### src/rtl/droop_seq_pkg.sv
package droop_seq_pkg;

  typedef enum logic [1:0] {
    ST_IDLE = 2'd0,
    ST_RUN  = 2'd1,
    ST_DONE = 2'd2,
    ST_HALT = 2'd3
  } seq_state_e;

  // Both sweeps share one rule: first step 5, then 10 per index.
  function automatic int sweep_value(input int idx);
    return (idx == 0) ? 5 : 10 * idx;
  endfunction

  function automatic int max_int(input int a, input int b);
    return (a > b) ? a : b;
  endfunction

  function automatic int bits_for(input int n);
    return (n > 1) ? $clog2(n) : 1;
  endfunction

endpackage

### src/rtl/droop_ms_tick.sv
module droop_ms_tick #(
  parameter int TICKS_PER_MS = 1000
) (
  input  logic clk,
  input  logic rst_n,
  input  logic clr,
  input  logic run_en,
  output logic ms_tick
);
  import droop_seq_pkg::*;

  localparam int TW = bits_for(TICKS_PER_MS);
  localparam logic [TW-1:0] LAST = TW'(TICKS_PER_MS - 1);

  logic [TW-1:0] cnt_q, cnt_d;
  logic          cnt_en;
  logic          wrap;

  assign wrap = (cnt_q == LAST);

  always_comb begin
    cnt_en = clr | run_en;
    cnt_d  = cnt_q;
    if (clr)         cnt_d = '0;
    else if (wrap)   cnt_d = '0;
    else             cnt_d = cnt_q + TW'(1);
  end

  always_ff @(posedge clk or negedge rst_n) begin
    if (!rst_n)      cnt_q <= '0;
    else if (cnt_en) cnt_q <= cnt_d;
  end

  assign ms_tick = run_en & ~clr & wrap;

  assert_tick_range_R5: assert property (@(posedge clk) disable iff (!rst_n)
    cnt_q <= LAST);

endmodule

### src/rtl/droop_period_timer.sv
module droop_period_timer #(
  parameter int MS_W            = 7,
  parameter int PULSES_PER_STEP = 8,
  parameter int GAP_MS          = 1,
  parameter int MIN_PERIOD_MS   = 1
) (
  input  logic            clk,
  input  logic            rst_n,
  input  logic            clr,
  input  logic            ms_tick,
  input  logic [MS_W-1:0] width_ms,
  output logic            in_pulse,
  output logic            step_end
);
  import droop_seq_pkg::*;

  localparam int PC_W = bits_for(PULSES_PER_STEP);
  localparam logic [PC_W-1:0] PC_LAST = PC_W'(PULSES_PER_STEP - 1);

  logic [MS_W-1:0] ms_q, ms_d;
  logic [PC_W-1:0] pc_q, pc_d;
  logic [MS_W-1:0] period_ms;
  logic [MS_W-1:0] span_ms;
  logic            period_end;
  logic            ms_en, pc_en;

  // Period is the larger of the floor and pulse plus recovery gap.
  always_comb begin
    span_ms   = width_ms + MS_W'(GAP_MS);
    period_ms = (span_ms > MS_W'(MIN_PERIOD_MS)) ? span_ms : MS_W'(MIN_PERIOD_MS);
  end

  assign period_end = ms_tick && (ms_q == period_ms - MS_W'(1));
  assign step_end   = period_end && (pc_q == PC_LAST);
  assign in_pulse   = (ms_q < width_ms);

  always_comb begin
    ms_en = clr | ms_tick;
    ms_d  = ms_q;
    if (clr || period_end) ms_d = '0;
    else                   ms_d = ms_q + MS_W'(1);
  end

  always_comb begin
    pc_en = clr | period_end;
    pc_d  = pc_q;
    if (clr || step_end) pc_d = '0;
    else                 pc_d = pc_q + PC_W'(1);
  end

  always_ff @(posedge clk or negedge rst_n) begin
    if (!rst_n)     ms_q <= '0;
    else if (ms_en) ms_q <= ms_d;
  end

  always_ff @(posedge clk or negedge rst_n) begin
    if (!rst_n)     pc_q <= '0;
    else if (pc_en) pc_q <= pc_d;
  end

  assert_ms_in_period_R5: assert property (@(posedge clk) disable iff (!rst_n)
    ms_q < period_ms);

  assert_pulse_count_R6: assert property (@(posedge clk) disable iff (!rst_n)
    (period_end && !step_end && !clr) |=> (pc_q == $past(pc_q) + PC_W'(1)));

endmodule

### src/rtl/droop_sweep_ctrl.sv
module droop_sweep_ctrl #(
  parameter int DEPTH_STEPS = 6,
  parameter int WIDTH_STEPS = 11,
  parameter int DI_W        = 3,
  parameter int WI_W        = 4
) (
  input  logic                      clk,
  input  logic                      rst_n,
  input  logic                      start,
  input  logic                      anomaly,
  input  logic                      step_end,
  output droop_seq_pkg::seq_state_e state,
  output logic [DI_W-1:0]           depth_idx,
  output logic [WI_W-1:0]           width_idx,
  output logic                      run_en,
  output logic                      clr
);
  import droop_seq_pkg::*;

  localparam logic [DI_W-1:0] D_LAST = DI_W'(DEPTH_STEPS - 1);
  localparam logic [WI_W-1:0] W_LAST = WI_W'(WIDTH_STEPS - 1);

  seq_state_e      state_q, state_d;
  logic [DI_W-1:0] di_q, di_d;
  logic [WI_W-1:0] wi_q, wi_d;
  logic            running;

  assign running = (state_q == ST_RUN);
  assign clr     = start & ~running;
  assign run_en  = running & ~anomaly;

  always_comb begin
    state_d = state_q;
    di_d    = di_q;
    wi_d    = wi_q;
    unique case (state_q)
      ST_RUN: begin
        if (anomaly) begin
          state_d = ST_HALT;
        end else if (step_end) begin
          if (di_q != D_LAST) begin
            di_d = di_q + DI_W'(1);
          end else if (wi_q != W_LAST) begin
            di_d = '0;
            wi_d = wi_q + WI_W'(1);
          end else begin
            state_d = ST_DONE;
          end
        end
      end
      default: begin
        if (start) begin
          state_d = ST_RUN;
          di_d    = '0;
          wi_d    = '0;
        end
      end
    endcase
  end

  always_ff @(posedge clk or negedge rst_n) begin
    if (!rst_n) begin
      state_q <= ST_IDLE;
      di_q    <= '0;
      wi_q    <= '0;
    end else begin
      state_q <= state_d;
      di_q    <= di_d;
      wi_q    <= wi_d;
    end
  end

  assign state     = state_q;
  assign depth_idx = di_q;
  assign width_idx = wi_q;

  assert_anomaly_halts_R8: assert property (@(posedge clk) disable iff (!rst_n)
    (running && anomaly) |=> (state_q == ST_HALT));

  assert_halt_holds_pair_R8: assert property (@(posedge clk) disable iff (!rst_n)
    (state_q == ST_HALT && !start) |=> ($stable(di_q) && $stable(wi_q) && state_q == ST_HALT));

  assert_depth_moves_on_step_R3: assert property (@(posedge clk) disable iff (!rst_n)
    (running && !step_end) |=> ($stable(di_q) && $stable(wi_q)));

  assert_idle_ignores_anomaly_R10: assert property (@(posedge clk) disable iff (!rst_n)
    (!running && !start && anomaly) |=> (state_q == $past(state_q)));

endmodule

### src/rtl/droop_sweep_seq.sv
module droop_sweep_seq #(
  parameter int TICKS_PER_MS    = 1000,
  parameter int PULSES_PER_STEP = 8,
  parameter int DEPTH_STEPS     = 6,
  parameter int WIDTH_STEPS     = 11,
  parameter int GAP_MS          = 1,
  parameter int MIN_PERIOD_MS   = 1,
  localparam int MAX_PCT  = droop_seq_pkg::sweep_value(DEPTH_STEPS - 1),
  localparam int PCT_W    = droop_seq_pkg::bits_for(MAX_PCT + 1),
  localparam int MAX_WMS  = droop_seq_pkg::sweep_value(WIDTH_STEPS - 1),
  localparam int MAX_PER  = droop_seq_pkg::max_int(MAX_WMS + GAP_MS, MIN_PERIOD_MS),
  localparam int MS_W     = droop_seq_pkg::bits_for(MAX_PER + 1)
) (
  input  logic             clk,
  input  logic             rst_n,
  input  logic             start,
  input  logic             anomaly,
  output logic [PCT_W-1:0] droop_pct,
  output logic             pulse_on,
  output logic [PCT_W-1:0] step_pct,
  output logic [MS_W-1:0]  width_ms,
  output logic             done,
  output logic             fail
);
  import droop_seq_pkg::*;

  localparam int DI_W = bits_for(DEPTH_STEPS);
  localparam int WI_W = bits_for(WIDTH_STEPS);

  // Reset: asserts at once, releases on the second clock edge.
  logic rst_meta_q, rst_sync_q;
  always_ff @(posedge clk or negedge rst_n) begin
    if (!rst_n) begin
      rst_meta_q <= 1'b0;
      rst_sync_q <= 1'b0;
    end else begin
      rst_meta_q <= 1'b1;
      rst_sync_q <= rst_meta_q;
    end
  end

  seq_state_e      state;
  logic [DI_W-1:0] depth_idx;
  logic [WI_W-1:0] width_idx;
  logic            run_en, clr, ms_tick, in_pulse, step_end;

  droop_sweep_ctrl #(
    .DEPTH_STEPS (DEPTH_STEPS),
    .WIDTH_STEPS (WIDTH_STEPS),
    .DI_W        (DI_W),
    .WI_W        (WI_W)
  ) u_ctrl (
    .clk       (clk),
    .rst_n     (rst_sync_q),
    .start     (start),
    .anomaly   (anomaly),
    .step_end  (step_end),
    .state     (state),
    .depth_idx (depth_idx),
    .width_idx (width_idx),
    .run_en    (run_en),
    .clr       (clr)
  );

  droop_ms_tick #(
    .TICKS_PER_MS (TICKS_PER_MS)
  ) u_tick (
    .clk     (clk),
    .rst_n   (rst_sync_q),
    .clr     (clr),
    .run_en  (run_en),
    .ms_tick (ms_tick)
  );

  assign step_pct = PCT_W'(sweep_value(int'(depth_idx)));
  assign width_ms = MS_W'(sweep_value(int'(width_idx)));

  droop_period_timer #(
    .MS_W            (MS_W),
    .PULSES_PER_STEP (PULSES_PER_STEP),
    .GAP_MS          (GAP_MS),
    .MIN_PERIOD_MS   (MIN_PERIOD_MS)
  ) u_period (
    .clk      (clk),
    .rst_n    (rst_sync_q),
    .clr      (clr),
    .ms_tick  (ms_tick),
    .width_ms (width_ms),
    .in_pulse (in_pulse),
    .step_end (step_end)
  );

  assign pulse_on  = (state == ST_RUN) && in_pulse && !anomaly;
  assign droop_pct = pulse_on ? step_pct : '0;
  assign done      = (state == ST_DONE);
  assign fail      = (state == ST_HALT);

  assert_quiet_outside_run_R7: assert property (@(posedge clk) disable iff (!rst_sync_q)
    (done || fail) |-> (droop_pct == '0 && !pulse_on));

  assert_finish_raises_done_R9: assert property (@(posedge clk) disable iff (!rst_sync_q)
    (state == ST_RUN && step_end && !anomaly &&
     depth_idx == DI_W'(DEPTH_STEPS - 1) && width_idx == WI_W'(WIDTH_STEPS - 1))
    |=> (done && !fail));

endmodule

### config.mk
export PLATFORM = sky130hd
export DESIGN_NAME = droop_sweep_seq
export DESIGN_NICKNAME = d
export VERILOG_FILES = /design/src/rtl/droop_seq_pkg.sv /design/src/rtl/droop_ms_tick.sv /design/src/rtl/droop_period_timer.sv /design/src/rtl/droop_sweep_ctrl.sv /design/src/rtl/droop_sweep_seq.sv
export SDC_FILE = /design/constraint.sdc
export NUM_CORES = 1
export LEC_CHECK = 0
export ABC_CLOCK_PERIOD_IN_PS = 4300
export CORE_ASPECT_RATIO = 0.7
export CORE_MARGIN = 2
export CORE_UTILIZATION = 56
export DETAILED_ROUTE_END_ITERATION = 12
export PLACE_DENSITY = 0.91
export SLEW_MARGIN = 20
export SYNTH_ARGS = -nofsm -noshare
export SYNTH_HDL_FRONTEND = slang
export SYNTH_SLANG_ARGS = --single-unit
### constraint.sdc
create_clock -name clk -period 4.3 [get_ports clk]
set_input_delay 0.86 -clock clk [delete_from_list [all_inputs] [get_ports clk]]
set_output_delay 0.86 -clock clk [all_outputs]
set_load 0.02 [all_outputs]
==> results.py, run 1 <==
metrics = {
    "yosys": {
        "yosys.area.top_type": "dfrtp_1",
        "synth.distinct_cells": 50,
        "async_reset_ff_frac": 1.00,
        "synth-seq-cells": 31,
        "synth_flop_cell": "dfrtp_1",
        "synth_enable_flop_cells": 0,
        "synthCells": 257,
        "yosysSeqAreaShare": 0.344,
        "avgSynthCellArea_um2": 8.77,
        "synth_nets": 282,
        "synth_top_cells_by_area": "dfrtp_1 34%, ha_1 11%, nand2_1 5.0%",
        "netlist.area_leader.share": 0.344,
        "yosysWarningCount": 0,
        "syn_area_mm2": 0.00225,
    },
    "grt": {
        "grt_max_degree": 30,
        "antenna_found_initial": 0,
        "grt_pass1_vias": 1901,
        "grtUsageTotal": 0.247,
        "grt_pass1_wl_um": 8670,
        "grt_overflow": 0,
    },
    "detailed_routing": {
        "route.detailed.drc": 0,
        "drtIter0Drc": 177,
        "routedWlPerCell_um": 14.9,
        "wl_um": 5130,
        "drtAntennaViolNets": 0,
        "first_pass_iters": 4,
        "vias_per_cell": 5.68,
        "vias": 1947,
    },
    "die": {
        "core_area_mm2": 0.00390,
        "die_w_um": 79.8,
        "die_y_um": 57.1,
        "ios": 26,
        "die_area_mm2": 0.00456,
        "initial_utilization": 0.578,
        "rows": 19,
    },
    "power": {
        "power_density_mw_per_mm2": 257,
        "power.total_mw": 0.685,
        "ir_drop_mv": 0.202,
        "leakage_nw": 1.23,
    },
    "sta": {
        "rsz0062_at_grt": "false",
        "fin_crit_ps": 4140,
        "whs_ps": 253,
        "setup_viol": 0,
        "slew_headroom": 0.636,
        "hold_violations": 0,
        "tightest_slew_ps": 544,
        "fin_skew_ps": 5.57,
        "fmax_mhz": 242,
        "fin_crit_sh": 0.962,
        "finalMaxSlewViolations": 0,
    },
    "critical_path": {
        "cp-start-kind": "flop",
        "cp-end-kind": "primary output",
        "crit_arrival_ps": 3280,
        "critPathBufInv": 2,
        "worstRegToRegCells": 14,
        "timing.rr.end": "u_ctrl.width_idx[1]",
        "path_max_fanout": 7,
        "crit_chain": "ha_1, ha_1, fa_1, nand2_1, ha_1, a21oi_1, nor2b_1, nor4_4, buf_4, dlygate4sd2_1",
        "crit_family": "adder cells",
        "crit_path_start": "u_ctrl.width_idx[3]",
        "crit_type": "flop to primary output",
        "timing.rr.start": "u_ctrl.width_idx[0]",
        "cpMostUsedCell": "ha_1",
        "max_stage_delay_ps": 590,
        "slowest_stage": "fa_1",
        "crit_required_ps": 3440,
        "r2r_slack_ps": 690,
    },
    "cts": {
        "root_buffer": "clkbuf_8",
        "clk_path_buf_depth": 2,
        "clock_latency_ps": 290,
        "cts_tree": "yes",
        "clock_sinks": 31,
        "clkTransAtPathRegs_ps": 60,
        "cts_buffers": 5,
        "cts.hold.buffers_added": 0,
        "htree_levels": 2,
    },
    "finish": {
        "fill_cells": 317,
        "area_delta_synth_final_pct": 18.2,
        "diodes": 0,
        "drive_above_1_share": 0.0962,
        "num-nets-final": 315,
    },
    "job": {
        "cap_viol_max_count": 0,
    },
    "hold_path": {
        "hp-class": "flop to asynchronous set/reset pin",
    },
    "place": {
        "globalplace.congestion": 0.842,
        "portBuffers": 25,
        "dpl.hpwl_um": 3820,
    },
    "run_status": {
        "status": "completed",
    },
}
-- worst max path at each step --
| stage | end | slack (ps) | depth (start not counted) |
|---|---|---|---|
| 6_report | pulse_on | 160 | 10 |
| 5_1_grt | pulse_on | 30 | 10 |
| 4_1_cts | droop_pct[5] | 40 | 11 |
| 3_5_place_dp | droop_pct[5] | -50 | 10 |
| 3_3_place_gp | droop_pct[5] | 80 | 10 |
| 2_1_floorplan | droop_pct[2] | 310 | 9 |
-- report_power, final --
group / switching (mW) / total [mW] / internal (mW)
clock network: 0.110 / 0.223 / 0.113
logic: 0.0802 / 0.135 / 0.0551
registers: 0.0187 / 0.326 / 0.308
total: 0.209 / 0.685 / 0.476
-- worst register-to-register path: stages, from the launching register on --
cell	delay (ps)
dfrtp_1	400
inv_1	90
ha_1	170
or3b_1	560
inv_1	140
buf_4	130
nor2_1	40
ha_1	210
xnor2_1	160
or4b_1	480
o41ai_1	80
o211a_1	240
o211ai_4	190
nor2_1	230
mux2_2	360
-- synthesized netlist by cell type, types with 2 or more instances --
library cell and n:
nor3b_1 2, mux2i_1 6, nor4_2 2, nand2_1 30, xnor2_1 5, xor2_1 8, and3_1 3, nor2b_1 6
o21a_1 2, nand3_1 9, or3_1 5, dfrtp_1 31, or3b_1 4, ha_1 20, and4_1 2, clkbuf_1 7
o21ai_0 14, and2_1 12, inv_1 17, o31ai_1 5, or2_2 2, nand4_1 4, nor3_1 2, a21oi_1 15
nand2b_1 4, nor2_1 16
-- cell families (layout without fill, tap and decap cells) --
family	Yosys count	in the layout	synth area share
AO/OA/AOI/OAI	49	49	0.140
XOR/XNOR	13	13	0.0505
adder cells (fa/ha/maj)	21	21	0.120
buffers and inverters	25	59	0.0422
flip-flops	31	31	0.344
multiplexers	7	7	0.0316
other	1	1	0.00166
AND/OR/NAND/NOR	110	110	0.270
-- registers in the layout, summed over array words and instances, names as in the netlist --
name / cells
rst_meta_q: 1
rst_sync_q: 1
u_ctrl.depth_idx: 3
u_ctrl.state: 2
u_ctrl.width_idx: 4
u_period.ms_q: 7
u_period.pc_q: 3
u_tick.cnt_q: 10
-- timing repair --
item,CTS,global route
pin swaps,1,0
resized for setup,8,12
setup endpoints to repair,7,6
setup buffers,1,0
-- metrics by stage --
stage                      util  cell area [um^2]  setup TNS [ps]  worst slack, ps  cells
after floorplan               -              2250               0              311    257
after global placement    0.667              2600               0             82.3    334
after detailed placement  0.667              2600            -205            -50.3    334
after CTS                 0.689              2690               0             35.4    343
after global routing      0.684              2670               0             34.6    343
final                     0.684              2670               0              165    343
-- final cells by class --
cell class / count / area (um^2) / share of cell area
sequential: 31 / 776 / 0.291
multi-input combinational: 201 / 1390 / 0.523
inverter: 17 / 63.8 / 0.0239
timing repair buffer: 34 / 287 / 0.108
tap: 52 / 65.1 / 0.0244
clock buffer: 7 / 76.3 / 0.0286
clock inverter: 1 / 5.00 / 0.00188
-- layer usage --
metal  wire length [um]  vias to the layer above  track usage
li1                   -                      964            -
met1               2420                      940        0.335
met2               2440                       36        0.387
met3                200                        7       0.0554
met4                 71                        0        0.102
met5                  0                        -            0
-- placed cells by master (no fill, tap or decap), types with 3 or more instances in the layout --
cell type	synthesis	final
dfrtp_1	31	31
nand2_1	30	30
ha_1	20	20
clkdlybuf4s50_1	0	18
inv_1	17	17
nor2_1	16	16
a21oi_1	15	15
o21ai_0	14	14
and2_1	12	12
nand3_1	9	9
buf_4	0	9
xor2_1	8	8
nor2b_1	6	6
mux2i_1	6	6
clkbuf_2	0	6
or3_1	5	5
xnor2_1	5	5
o31ai_1	5	5
clkbuf_8	0	5
or3b_1	4	4
nand2b_1	4	4
nand4_1	4	4
and3_1	3	3
Note: power is estimated with default switching activity, not from simulation.
==> run 2: changes to the inputs <==
SLEW_MARGIN = default   (was 20)
==> results of run 2 <==
The final DEF is identical to that of run 1; final timing and power are the same.
==> run 3: changes to the inputs <==
CELL_PAD_IN_SITES_DETAIL_PLACEMENT = 1   (was default)
CELL_PAD_IN_SITES_GLOBAL_PLACEMENT = 1   (was default)
CORE_UTILIZATION = 43   (was 56)
==> run 3 against run 2 <==
Compared with the run above:
- global-route usage down 3.5 points
- critical path type unchanged
- clock power is essentially flat
- sequential power about the same
- die area is 28% higher
- non-clock buffer count unchanged
- combinational power is 5% higher
==> results.py, run 3 (same netlist as run 1, synthesis figures left out) <==
metrics = {
    "run_status": {
        "status": "completed",
    },
    "sta": {
        "worst_slack_ps": 110,
        "fin_skew_ps": 3.65,
        "finalMaxSlewViolations": 0,
        "slew_headroom": 0.621,
        "tightest_slew_ps": 566,
        "rsz0062_at_grt": "false",
        "fmax_mhz": 239,
        "whs_ps": 258,
        "hold_violations": 0,
        "fin_crit_ps": 4190,
        "setup_viol": 0,
        "fin_crit_sh": 0.974,
        "setup_tns_ps": 0,
    },
    "place": {
        "portBuffers": 25,
        "post-place-ws_ps": -161,
        "placed_area_mm2": 0.00262,
        "dpl.hpwl_um": 4550,
        "globalplace.congestion": 0.840,
        "dp.cells": 353,
    },
    "finish": {
        "fill_cells": 636,
        "final_cells": 363,
        "num-nets-final": 315,
        "final_common_cell": "dfrtp_1",
        "fin_util": 0.523,
        "regMostFlops": "u_tick.cnt_q",
        "largest_reg_flops": 10,
        "drive_above_1_share": 0.0962,
        "design_area_mm2": 0.00269,
        "area_delta_synth_final_pct": 19.4,
        "diodes": 0,
        "final_cell_mix": "31 x dfrtp_1, 30 x nand2_1, 20 x ha_1",
    },
    "grt": {
        "grtUsageTotal": 0.212,
        "grt_max_degree": 30,
        "grt_pass1_vias": 2015,
        "grt_pass1_wl_um": 9850,
        "grt_overflow": 0,
        "antenna_found_initial": 0,
    },
    "job": {
        "cap_viol_max_count": 0,
    },
    "cts": {
        "cts_buffers": 5,
        "htree_levels": 2,
        "cts_tree": "yes",
        "cts.hold.buffers_added": 0,
        "root_buffer": "clkbuf_8",
        "clock_latency_ps": 290,
        "clkTransAtPathRegs_ps": 60,
        "clock_sinks": 31,
        "clk_path_buf_depth": 2,
    },
    "power": {
        "power_density_mw_per_mm2": 258,
        "ir_drop_mv": 0.152,
        "power.total_mw": 0.693,
        "leakage_nw": 1.23,
    },
    "critical_path": {
        "slowest_stage": "fa_1",
        "cpMostUsedCell": "ha_1",
        "cp-end-kind": "primary output",
        "crit_family": "adder cells",
        "crit_type": "flop to primary output",
        "cp-start-kind": "flop",
        "path_max_fanout": 7,
        "critPathBufInv": 2,
        "crit_chain": "ha_1, ha_1, fa_1, nand2_1, ha_1, a21oi_1, nor2b_1, nor4_4, buf_4, and2_1, clkbuf_2",
        "crit_arrival_ps": 3330,
        "max_stage_delay_ps": 580,
        "crit_required_ps": 3440,
    },
    "detailed_routing": {
        "vias_per_cell": 5.50,
        "route.detailed.drc": 0,
        "wl_um": 5970,
        "drtIter0Drc": 91,
        "vias": 1997,
        "routedWlPerCell_um": 16.4,
        "drtAntennaViolNets": 0,
        "first_pass_iters": 4,
    },
    "hold_path": {
        "hp-class": "flop to asynchronous set/reset pin",
    },
    "die": {
        "rows": 22,
        "die_w_um": 90.6,
        "core_area_mm2": 0.00515,
        "die_y_um": 64.6,
        "ios": 26,
        "die_area_mm2": 0.00585,
        "initial_utilization": 0.438,
    },
}
-- run 3: cell types whose count changed in the layout (fill, tap and decap cells not counted), sizes merged --
cell and change:
clkdlybuf4s15 +1, dlygate4sd2 -1
-- run 3: final timing paths --
check	slack, ps	cells past startpoint	from	endpoint
worst max-delay path	110	11	u_ctrl.width_idx[3]	droop_pct[2]
max in group asynchronous	3450	1	rst_n	rst_sync_q
worst min register to register	260	1	rst_sync_q	u_ctrl.depth_idx[2]
worst max register to register	580	14	u_ctrl.width_idx[1]	u_ctrl.width_idx[1]
worst min-delay path	260	1	rst_sync_q	u_ctrl.depth_idx[2]
min in group clk	360	0	rst_meta_q	rst_sync_q
-- run 3: layout make-up --
cell class                 instances  area [um^2]  share of cell area
sequential                        31          776               0.288
tap                               72         90.1              0.0335
multi-input combinational        201         1390               0.517
inverter                          17         63.8              0.0237
clock buffer                       7         76.3              0.0284
clock inverter                     1         5.00             0.00186
timing repair buffer              34          288               0.107
-- run 3: per-layer routing --
layer	part of all wire	track usage	wire, um
met5	0	0	0
met1	0.48	0.287	2890
met4	0.010	0.0538	61
met3	0.022	0.0349	134
met2	0.48	0.356	2890
-- run 3: where the power goes --
group / internal [mW] / switching [mW] / leakage, nW / total [mW]
clock network: 0.113 / 0.111 / 0.0422 / 0.225
logic: 0.0570 / 0.0847 / 0.772 / 0.142
registers: 0.308 / 0.0192 / 0.415 / 0.327
-- run 3: timing repair --
| item | CTS | global route |
|---|---|---|
| cloned | 0 | 0 |
| gates resized for setup | 9 | 12 |
| endpoints found under the setup margin | 7 | 7 |
| pin swaps | 1 | 0 |
| setup buffers | 2 | 0 |
